`config.mk`:
```
export PLATFORM = sky130hd
export DESIGN_NAME = frac_baud_gen
export DESIGN_NICKNAME = d
export VERILOG_FILES = /design/src/rtl/fbg_pkg.sv /design/src/rtl/fbg_ctrl.sv /design/src/rtl/fbg_dp.sv /design/src/rtl/frac_baud_gen.sv
export SDC_FILE = /design/constraint.sdc
export NUM_CORES = 1
export LEC_CHECK = 0
export ABC_AREA = 1
export BUFFER_PORTS_ARGS = -buffer_cell sky130_fd_sc_hd__buf_2
export CAP_MARGIN = 20
export CORE_ASPECT_RATIO = 0.8
export CORE_UTILIZATION = 30
export CTS_CLUSTER_SIZE = 16
export DETAILED_ROUTE_END_ITERATION = 12
export MAX_ROUTING_LAYER = met4
export PLACE_DENSITY_LB_ADDON = 0.12
export SLEW_MARGIN = 20
export SYNTH_ARGS = -nofsm -noshare
export SYNTH_HDL_FRONTEND = slang
export SYNTH_SLANG_ARGS = --single-unit
```
`constraint.sdc`:
```
create_clock -name clk -period 2.24 [get_ports clk]
set_input_delay 0.112 -clock clk [delete_from_list [all_inputs] [get_ports clk]]
set_output_delay 0.112 -clock clk [all_outputs]
set_load 0.01 [all_outputs]
```
`src/rtl/fbg_pkg.sv`:
```
package fbg_pkg;
  // Strobes from the control block to the timing datapath
  typedef struct packed {
    logic restart;  // commit write seen this cycle
    logic run;      // active divisor is legal
  } rate_ctl_t;
endpackage

```
`src/rtl/fbg_ctrl.sv`:
```
module fbg_ctrl #(
  parameter int INT_W  = 16,
  parameter int FRAC_W = 6,
  parameter int ADDR_W = 2,
  parameter int DATA_W = 16
) (
  input  logic                clk,
  input  logic                rstN,
  input  logic                wrEn,
  input  logic [ADDR_W-1:0]   wrAddr,
  input  logic [DATA_W-1:0]   wrData,
  output logic [INT_W-1:0]    divInt,
  output logic [FRAC_W-1:0]   divFrac,
  output fbg_pkg::rate_ctl_t  ctl,
  output logic                cfgError
);
  localparam logic [ADDR_W-1:0] ADDR_INT    = ADDR_W'(0);
  localparam logic [ADDR_W-1:0] ADDR_FRAC   = ADDR_W'(1);
  localparam logic [ADDR_W-1:0] ADDR_COMMIT = ADDR_W'(2);

  logic [INT_W-1:0]  shadowInt;
  logic [FRAC_W-1:0] shadowFrac;
  logic              commitWr;
  logic              legal;

  assign commitWr = wrEn && (wrAddr == ADDR_COMMIT);

  always_ff @(posedge clk or negedge rstN) begin
    if (!rstN) begin
      shadowInt  <= '0;
      shadowFrac <= '0;
      divInt     <= '0;
      divFrac    <= '0;
    end else begin
      if (wrEn && wrAddr == ADDR_INT)  shadowInt  <= wrData[INT_W-1:0];
      if (wrEn && wrAddr == ADDR_FRAC) shadowFrac <= wrData[FRAC_W-1:0];
      if (commitWr) begin
        divInt  <= shadowInt;
        divFrac <= shadowFrac;
      end
    end
  end

  // Legal range: 1.0 up to the all-ones whole part with zero fraction
  assign legal    = (|divInt) && !((&divInt) && (|divFrac));
  assign cfgError = !legal;

  assign ctl.restart = commitWr;
  assign ctl.run     = legal;
endmodule

```
`src/rtl/fbg_dp.sv`:
```
module fbg_dp #(
  parameter int INT_W  = 16,
  parameter int FRAC_W = 6,
  parameter int OVS    = 16
) (
  input  logic               clk,
  input  logic               rstN,
  input  logic [INT_W-1:0]   divInt,
  input  logic [FRAC_W-1:0]  divFrac,
  input  fbg_pkg::rate_ctl_t ctl,
  output logic               overTick,
  output logic               bitTick
);
  localparam int CNT_W = INT_W + 1;
  localparam int BIT_W = (OVS > 1) ? $clog2(OVS) : 1;
  localparam logic [BIT_W-1:0] BIT_LAST = BIT_W'(OVS - 1);

  logic [CNT_W-1:0]  cnt;
  logic [CNT_W-1:0]  target;
  logic [FRAC_W-1:0] phase;
  logic [FRAC_W:0]   phaseSum;
  logic              stretch;
  logic [BIT_W-1:0]  bitCnt;

  assign target   = {1'b0, divInt} + CNT_W'(stretch);
  assign phaseSum = {1'b0, phase} + {1'b0, divFrac};
  assign overTick = ctl.run && (cnt == target);
  assign bitTick  = overTick && (bitCnt == BIT_LAST);

  always_ff @(posedge clk or negedge rstN) begin
    if (!rstN) begin
      cnt     <= CNT_W'(1);
      phase   <= '0;
      stretch <= 1'b0;
      bitCnt  <= '0;
    end else if (ctl.restart || !ctl.run) begin
      cnt     <= CNT_W'(1);
      phase   <= '0;
      stretch <= 1'b0;
      bitCnt  <= '0;
    end else if (overTick) begin
      cnt     <= CNT_W'(1);
      phase   <= phaseSum[FRAC_W-1:0];
      stretch <= phaseSum[FRAC_W];
      bitCnt  <= bitCnt + BIT_W'(1);
    end else begin
      cnt <= cnt + CNT_W'(1);
    end
  end
endmodule

```
`src/rtl/frac_baud_gen.sv`:
```
module frac_baud_gen #(
  parameter int INT_W  = 16,
  parameter int FRAC_W = 6,
  parameter int OVS    = 16,
  parameter int ADDR_W = 2,
  parameter int DATA_W = 16
) (
  input  logic              clk,
  input  logic              rstN,
  input  logic              wrEn,
  input  logic [ADDR_W-1:0] wrAddr,
  input  logic [DATA_W-1:0] wrData,
  output logic              overTick,
  output logic              bitTick,
  output logic              cfgError
);
  logic [INT_W-1:0]   divInt;
  logic [FRAC_W-1:0]  divFrac;
  fbg_pkg::rate_ctl_t ctlStrobes;
  logic               commitStrobe;

  assign commitStrobe = ctlStrobes.restart;

  fbg_ctrl #(.INT_W(INT_W), .FRAC_W(FRAC_W), .ADDR_W(ADDR_W), .DATA_W(DATA_W)) u_ctrl (
    .clk(clk), .rstN(rstN), .wrEn(wrEn), .wrAddr(wrAddr), .wrData(wrData),
    .divInt(divInt), .divFrac(divFrac), .ctl(ctlStrobes), .cfgError(cfgError)
  );

  fbg_dp #(.INT_W(INT_W), .FRAC_W(FRAC_W), .OVS(OVS)) u_dp (
    .clk(clk), .rstN(rstN), .divInt(divInt), .divFrac(divFrac), .ctl(ctlStrobes),
    .overTick(overTick), .bitTick(bitTick)
  );
endmodule

```
==> results of run 1 <==
[kinds of logic (layout without fill, tap and decap cells)]
family          count (synthesis)  count (layout)
fa+ha+maj                      12              12
compound gates                 49              49
mux                             6               6
simple gates                  305             306
flops                          72              72
xor+xnor                       18              18
buf+inv                        71             125
[final timing paths]
path | to | slack [ns] | from
max in group asynchronous | u_dp.cnt[0]$_DFF_PN1_ | 1.31 | rstN
worst max register to register | u_dp.cnt[15]$_DFF_PN0_ | 0 | u_ctrl.divInt[0]$_DFFE_PN0P_
worst max-delay path | overTick | -0.10 | u_ctrl.divInt[0]$_DFFE_PN0P_
worst min register to register | u_ctrl.divInt[12]$_DFFE_PN0P_ | 0.48 | u_ctrl.shadowInt[12]$_DFFE_PN0P_
worst min-delay path | u_ctrl.shadowInt[14]$_DFFE_PN0P_ | 0.009 | wrData[14]
min in group asynchronous | u_dp.cnt[10]$_DFF_PN0_ | 0.27 | rstN
[cells in the final DEF, fill, tap and decap left out, types with 2 or more instances in the layout]
cell,count
sky130_fd_sc_hd__nor2_2,15
sky130_fd_sc_hd__inv_1,56
sky130_fd_sc_hd__ha_4,3
sky130_fd_sc_hd__buf_4,21
sky130_fd_sc_hd__buf_8,2
sky130_fd_sc_hd__a21o_1,2
sky130_fd_sc_hd__o21ai_0,32
sky130_fd_sc_hd__xor2_1,11
sky130_fd_sc_hd__dfrtp_1,70
sky130_fd_sc_hd__xnor2_1,7
sky130_fd_sc_hd__ha_1,8
sky130_fd_sc_hd__mux2_2,6
sky130_fd_sc_hd__nand2_2,4
sky130_fd_sc_hd__a21oi_1,10
sky130_fd_sc_hd__clkinvlp_4,2
sky130_fd_sc_hd__nor2_1,50
sky130_fd_sc_hd__o21bai_1,2
sky130_fd_sc_hd__nand3_1,56
sky130_fd_sc_hd__o21ai_1,3
sky130_fd_sc_hd__bufinv_16,2
sky130_fd_sc_hd__nor2_4,4
sky130_fd_sc_hd__clkbuf_16,10
sky130_fd_sc_hd__nand3b_1,5
sky130_fd_sc_hd__inv_6,2
sky130_fd_sc_hd__buf_2,21
sky130_fd_sc_hd__nand2_1,155
sky130_fd_sc_hd__nand4_1,6
sky130_fd_sc_hd__nand3_2,6
sky130_fd_sc_hd__dlygate4sd3_1,5
sky130_fd_sc_hd__nand2_8,2
[worst reg2reg max path, cell delays in order (launching register included)]
cell	delay (ns)
sky130_fd_sc_hd__dfrtp_1	0.39
sky130_fd_sc_hd__ha_4	0.19
sky130_fd_sc_hd__ha_4	0.15
sky130_fd_sc_hd__inv_4	0.04
sky130_fd_sc_hd__nor2_4	0.13
sky130_fd_sc_hd__nand4_1	0.20
sky130_fd_sc_hd__buf_4	0.19
sky130_fd_sc_hd__a21oi_1	0.15
sky130_fd_sc_hd__nor2_1	0.06
sky130_fd_sc_hd__nand2_1	0.08
sky130_fd_sc_hd__nor2_2	0.05
sky130_fd_sc_hd__nand2_4	0.08
sky130_fd_sc_hd__buf_4	0.11
sky130_fd_sc_hd__buf_8	0.13
sky130_fd_sc_hd__nand2_8	0.08
sky130_fd_sc_hd__nor2_2	0.13
[per-layer routing]
metal	GRT usage, %	wire length, um	vias to the layer above	share of wire, %
met5	-	0	-	0
met1	22.49	5495	1591	55
met4	5.482	137	0	1.4
met3	3.577	321	9	3.2
li1	-	-	1797	-
met2	22.41	3978	45	40
[cell type report]
type	count	share of cell area, %
clock inverter	6	1.834
inverter	58	4.363
clock buffer	9	4.462
sequential	72	35.75
multi-input combinational	391	41.35
tap	175	4.338
timing repair buffer	52	7.908
[through the flow]
step                instances  hold slack, ns  worst slack, ns  power, mW  util (%)
floorplan                 533         -0.1836           0.1416      2.225         -
global placement          732         0.09758         -0.03030      2.482     34.15
detailed placement        732         0.09659         -0.05087      2.495     34.15
CTS                       759        0.001963          -0.1491      4.100     37.87
global route              763        0.005115          -0.3585      4.358     38.80
finish                    763        0.009092          -0.1025      4.073     38.80
[registers in the layout, indices dropped and copies added, names as in the netlist]
register / count
u_ctrl.divFrac: 6
u_ctrl.shadowInt: 16
u_dp.cnt: 17
u_dp.phase: 6
u_dp.bitCnt: 4
u_ctrl.shadowFrac: 6
u_ctrl.divInt: 16
u_dp.stretch: 1
[power by group]
part,leakage [nW],internal [mW],switching (mW)
Sequential,0.922,1.50,0.203
Clock,0.149,0.976,0.587
Combinational,1.43,0.338,0.471
[timing repair]
item                       4_1_cts  5_1_grt
gates resized for setup         15       17
hold endpoints to repair        33        1
hold buffers                     4        1
setup buffers                    8        1
pin swaps                        9        1
setup endpoints to repair       15       30
gates cloned                     0        2
==> out/summary.txt, run 1 <==
Antenna-violating nets left: 0
CP bufs+invs: 3
Number of global-route vias before repair: 3343
Area taken by multi-input logic gates: 0.002087 mm2
Startpoint Class: register
Type of the worst min-delay path: in2reg
Count of different cell masters after synthesis: 28
Netlist Area Pre-Place: 0.004061 mm2
Area of the die: 0.01401 mm2
Maximum number of pins on one net before global-route repair: 34
Synth Instances: 533
CTS sink count: 72
Yosys top cell area share: 43.75%
DR DRC count: 0
GR Util All Layers: 15.98%
Synthesized-area fraction occupied by and/or/nand/nor cells: 32.69%
Reg clk slew, reported paths: 0.06 ns
Total Routed Length: 9.933 mm
Synthesized netlist net count: 566
Post-route cell area: 0.005047 mm2
Required time at the endpoint of the critical path: 2.13 ns
Fraction of layout instances using a drive strength above 1: 18.20%
Hold violation total from the final report: 0
Total number of yosys warnings: 0
Dominant combinational cell family by area after synthesis: simple AND/OR/NAND/NOR gates
Final net count: 617
Setup Total Neg Slack: -0.2056 ns
Compound-cell area share of the yosys netlist: 6.285%
Number of buffers added on ports: 23
Type of element capturing the critical path: primary output
Number of max-cap violations: 0
Synth Area in Adders: 3.882%
Buffers from clock root to sink, at most: 2
Number of iterations in the first detailed-routing pass: 4
Starting utilization of the core area: 31.22%
Sequential element share of the synthesized area: 44.39%
Cell chosen for the clock root: sky130_fd_sc_hd__clkbuf_16
Number of vias per cell after detailed routing: 4.511
Actual slew at the worst max-slew pin: 0.8695 ns
Post-Synthesis Mean Instance Area: 7.620 um2
1st-iter DRT viols: 163
First-pass GRT wire length: 16.90 mm
Worst-case vdd ir drop: 0.3647 mV
Top post-synthesis cells by count: sky130_fd_sc_hd__nand2_1 (156), sky130_fd_sc_hd__dfrtp_1 (71), sky130_fd_sc_hd__nand3_1 (61), sky130_fd_sc_hd__nor2_1 (59), sky130_fd_sc_hd__inv_1 (58)
Final global-route overflow total: 0
Routed WL per cell: 13.02 um
Antenna violations before repair: 0
Horizontal extent of the die: 132.1 um
Ratio of total power to cell area: 807.0 mW/mm2
CTS tree: yes
Final Slew Violations: 0
Top Ports: 24
Relative slew margins: 41.89%
Number of H-tree levels: 3
RSZ-0062 raised after global routing: true
Placeable core region: 0.01301 mm2
Sum of net half-perimeters after detailed placement: 7.256 mm
Main synth FF type: sky130_fd_sc_hd__dfrtp_1
Hold depth: 2
Post-synth EDFFs: 0
Arrival time of data at the critical path endpoint: 2.23 ns
Highest clock rate: 426.9 MHz
Critical path fanouts, max: 5
Final worst-path cycle share: 104.6%
Insertion delay of the later-clocked pin in the worst-skew pair: 0.34 ns
R2R cell count: 15
Run status: finished, violations left
CP max-delay cell: sky130_fd_sc_hd__dfrtp_1
Setup ws final: -0.1025 ns
Fraction of synthesized cell area in xor and xnor cells: 3.882%
Most frequently used cell type in the post-synthesis netlist: sky130_fd_sc_hd__nand2_1
Die extent in y: 106.1 um
Final setup viols: 3
Crit-path cells: ha_4 -> ha_4 -> nand3_2 -> nor2_4 -> nand3_2 -> nand2_1 -> nand3_1 -> nand2_1 -> inv_1 -> nor2_1 -> nand2_1 -> nor2_2 -> buf_12 -> buf_6
Final RePlAce weighted congestion: 0.8210
Portion of netlist area occupied by mux cells: 1.664%
Logic depth of the worst setup path including buffers: 14
Minimum clock period: 2.343 ns
Cell types occupying the most area after synthesis: sky130_fd_sc_hd__dfrtp_1 (44%), sky130_fd_sc_hd__nand2_1 (14%), sky130_fd_sc_hd__nand3_1 (7.5%)
Kind of cell with the highest combined delay on the critical path: simple AND/OR/NAND/NOR gates
Share of synthesized flip-flops with an asynchronous set or reset: 100.0%
Placement Cell Area: 0.004443 mm2
LEAKAGE: 2.502 nW
Cts bufs inserted: 9
Layout fillers: 1362
Most repeated library cell on the critical path: sky130_fd_sc_hd__nand2_1
Final Skew: 0.005516 ns
Seq. cell area: 0.001804 mm2
Antenna Diode Count: 0
CP Class: reg2out
Number of core rows: 37
Synth Register Bits: 72
Growth of design area from synthesis to finish: 24.28%
Critical path's largest stage delay: 0.39 ns
Total via count in the routed design: 3442
Violated checks: negative setup slack
Cell type contributing the most total cell area after synthesis: sky130_fd_sc_hd__dfrtp_1
Power figures use the tool's default switching activity.
==> run 2: changes to the inputs <==
Settings changed: CELL_PAD_IN_SITES_DETAIL_PLACEMENT set to 0, CELL_PAD_IN_SITES_GLOBAL_PLACEMENT set to 2, CTS_CLUSTER_SIZE 16 to not set.
==> run 2 against run 1 <==
The run still ends with negative setup slack left. Register-to-register slack improved by 0.03 ns. Wire length is 3.5% higher. First-iteration DRC count up 17%. Critical path depth decreased by 1. Non-clock buffer count shrank 7. Clock power shrank 8%. Total power decreased by 3.0%. Count of clock-buffer cells in the layout is the same. Critical endpoint unchanged. Highest routed layer unchanged.
==> out/summary.txt, run 2 (synthesis gave the netlist of run 1 again) <==
Number of H-tree levels: 3 (unchanged)
Area taken by multi-input logic gates: 0.002130 mm2 (+2.0%)
Capturing point of the worst reg2reg path: u_dp.phase[1]$_DFFE_PN0P_
Reg-to-Reg Start: u_ctrl.divInt[0]$_DFFE_PN0P_
Met3 global-route usage: 3.290% (-0.29 points)
Total Routed Length: 10.28 mm (+3.5%)
Buffers from clock root to sink, at most: 2 (unchanged)
Arrival time of data at the critical path endpoint: 2.22 ns (about the same)
Cts bufs inserted: 9 (unchanged)
Die extent in y: 106.1 um (unchanged)
Antenna-violating nets left: 0 (unchanged)
Placeable core region: 0.01301 mm2 (unchanged)
Number of buffers added on ports: 23 (unchanged)
Violated checks: negative setup slack
Number of vias per cell after detailed routing: 4.467 (-0.98%)
Reg clk slew, reported paths: 0.06 ns (about the same)
Hold violation total from the final report: 0 (unchanged)
Launch instance of the worst min-delay path: wrData[14]
Number of global-route vias before repair: 3277 (-2.0%)
Type of element capturing the critical path: primary output
Number of iterations in the first detailed-routing pass: 4 (unchanged)
DR DRC count: 0 (unchanged)
Horizontal extent of the die: 132.1 um (unchanged)
Minimum clock period: 2.330 ns (-0.01303 ns)
CTS sink count: 72 (unchanged)
Run status: finished, violations left
Commonest cells after routing, fill and taps aside: sky130_fd_sc_hd__nand2_1 (151), sky130_fd_sc_hd__dfrtp_1 (66), sky130_fd_sc_hd__inv_1 (55)
Starting utilization of the core area: 31.22% (unchanged)
Setup Total Neg Slack: -0.1762 ns (+0.02943 ns)
Leading registers by flop count: u_dp.cnt: 17 flops, u_ctrl.divInt: 16 flops, u_ctrl.shadowInt: 16 flops
Maximum number of pins on one net before global-route repair: 73 (+110%)
Fraction of met2 tracks used by global routing: 20.98% (-1.4 points)
Actual slew at the worst max-slew pin: 0.9573 ns (+0.08771 ns)
Total via count in the routed design: 3377 (-1.9%)
Highest clock rate: 429.3 MHz (+0.56%)
Area of the die: 0.01401 mm2 (unchanged)
Final Slew Violations: 0 (unchanged)
Final worst-path cycle share: 104.0% (-0.58 points)
Most frequent standard cell in the layout excluding fill and tap cells: sky130_fd_sc_hd__nand2_1
Seq. cell area: 0.001809 mm2 (+0.28%)
GR Util All Layers: 16.35% (+0.36 points)
Final global-route overflow total: 0 (unchanged)
Required time at the endpoint of the critical path: 2.13 ns (about the same)
Hold-critical path endpoint: u_ctrl.shadowInt[14]$_DFFE_PN0P_
Growth of design area from synthesis to finish: 24.34% (about the same)
First-pass GRT wire length: 17.21 mm (+1.8%)
Final Skew: 0.006416 ns (+0.0009004 ns)
Final net count: 610 (-1.1%)
Setup ws final: -0.08951 ns (+0.01303 ns)
Ratio of total power to cell area: 782.1 mW/mm2 (-3.1%)
Antenna Diode Count: 0 (unchanged)
CP Class: reg2out
Final setup viols: 2 (-1)
CTS tree: yes
Number of core rows: 37 (unchanged)
Cell chosen for the clock root: sky130_fd_sc_hd__clkbuf_16
Layout fillers: 1388 (+1.9%)
Fraction of layout instances using a drive strength above 1: 18.93% (+0.74 points)
Antenna violations before repair: 0 (unchanged)
Final RePlAce weighted congestion: 0.8054 (-1.9%)
Top Ports: 24 (unchanged)
Type of the worst min-delay path: in2reg
LEAKAGE: 2.490 nW (-0.51%)
Total power draw: 3.949 mW (-3.0%)
Max reg flops: 17 (unchanged)
Register with the highest flop count: u_dp.cnt
Met1 demand-to-capacity share in global routing: 25.29% (+2.8 points)
Startpoint Class: register
Worst-case vdd ir drop: 0.4582 mV (+26%)
Insertion delay of the later-clocked pin in the worst-skew pair: 0.33 ns (about the same)
Routed WL per cell: 13.60 um (+4.5%)
Relative slew margins: 36.18% (-5.7 points)
Hold depth: 2 (unchanged)
Number of max-cap violations: 0 (unchanged)
1st-iter DRT viols: 191 (+17%)
R2R cell count: 16 (+1)
Critical path fanouts, max: 5 (unchanged)
R2R setup slack: 0.03 ns (+0.03 ns)
Grt peak-use layer: met1
Sum of net half-perimeters after detailed placement: 7.513 mm (+3.5%)
RSZ-0062 raised after global routing: true
run 2: cell count changes in the layout (fill, tap and decap cells not counted), sizes merged:
cell         change
clkbuf           +1
buf              -7
inv              -1
bufinv           -1
dlygate4sd3      -1
clkinvlp         +1
clkinv           +1
run 2: power by group:
part	switching, mW	total (mW)	leakage [nW]	internal (mW)
logic	0.467	0.790	1.44	0.323
clock network	0.571	1.43	0.134	0.861
registers	0.228	1.73	0.917	1.50
run 2: per-stage QoR:
step	util, %	instance area (um2)	instances	hold WS, ns	worst slack (ns)
after global routing	38.82	5050	756	0.001192	-0.2451
after CTS	37.31	4853	749	0.001050	-0.1717
after detailed placement	33.75	4390	725	0.3327	-0.01537
final	38.82	5050	756	0.01142	-0.08951
after floorplan	-	4061	533	-0.1836	0.1416
after global placement	33.75	4390	725	0.3355	0.01193
run 2: repair_timing:
| action | in CTS | in global routing |
|---|---|---|
| endpoints found under the setup margin | 15 | 30 |
| gates cloned | 0 | 3 |
| setup buffers | 5 | 4 |
| gates resized for setup | 18 | 30 |
| hold endpoints to repair | 74 | 0 |
| hold buffers | 4 | 0 |
| pin swaps | 15 | 12 |
run 2: worst max-delay path by stage:
stage                                            start                endpoint  slack [ns]  depth (start not counted)
after global placement    u_ctrl.divInt[0]$_DFFE_PN0P_  u_dp.cnt[15]$_DFF_PN0_        0.01                         15
after global routing      u_ctrl.divInt[0]$_DFFE_PN0P_                 bitTick       -0.25                         13
after floorplan           u_ctrl.divInt[0]$_DFFE_PN0P_                 bitTick        0.14                         15
after CTS                     u_dp.stretch$_DFFE_PN0P_                 bitTick       -0.17                         15
final                     u_ctrl.divInt[0]$_DFFE_PN0P_                overTick       -0.09                         13
after detailed placement  u_ctrl.divInt[0]$_DFFE_PN0P_  u_dp.cnt[13]$_DFF_PN0_       -0.02                         15
run 2: layout make-up:
class | count | area share (%)
Multi-Input combinational cell | 391 | 42.17
Sequential cell | 72 | 35.83
Timing Repair Buffer | 45 | 7.507
Clock buffer | 9 | 4.460
Tap cell | 175 | 4.336
Inverter | 58 | 4.311
Clock inverter | 6 | 1.388
run 2: metal layers:
layer,wire [um],part of all wire (%)
met1,5837,57
met4,91,0.88
met2,3959,39
met5,0,0
met3,395,3.8
run 2: critical path, cell delays in order (launching register included):
cell                       delay (ns)
sky130_fd_sc_hd__dfrtp_1         0.40
sky130_fd_sc_hd__ha_4            0.21
sky130_fd_sc_hd__ha_4            0.15
sky130_fd_sc_hd__inv_2           0.05
sky130_fd_sc_hd__nor2_4          0.15
sky130_fd_sc_hd__nand2_2         0.08
sky130_fd_sc_hd__nand2_1         0.07
sky130_fd_sc_hd__nand2_1         0.06
sky130_fd_sc_hd__nand2_1         0.07
sky130_fd_sc_hd__nand3_2         0.09
sky130_fd_sc_hd__nand3b_1        0.17
sky130_fd_sc_hd__nor2_2          0.16
sky130_fd_sc_hd__buf_12          0.13
sky130_fd_sc_hd__buf_6           0.09
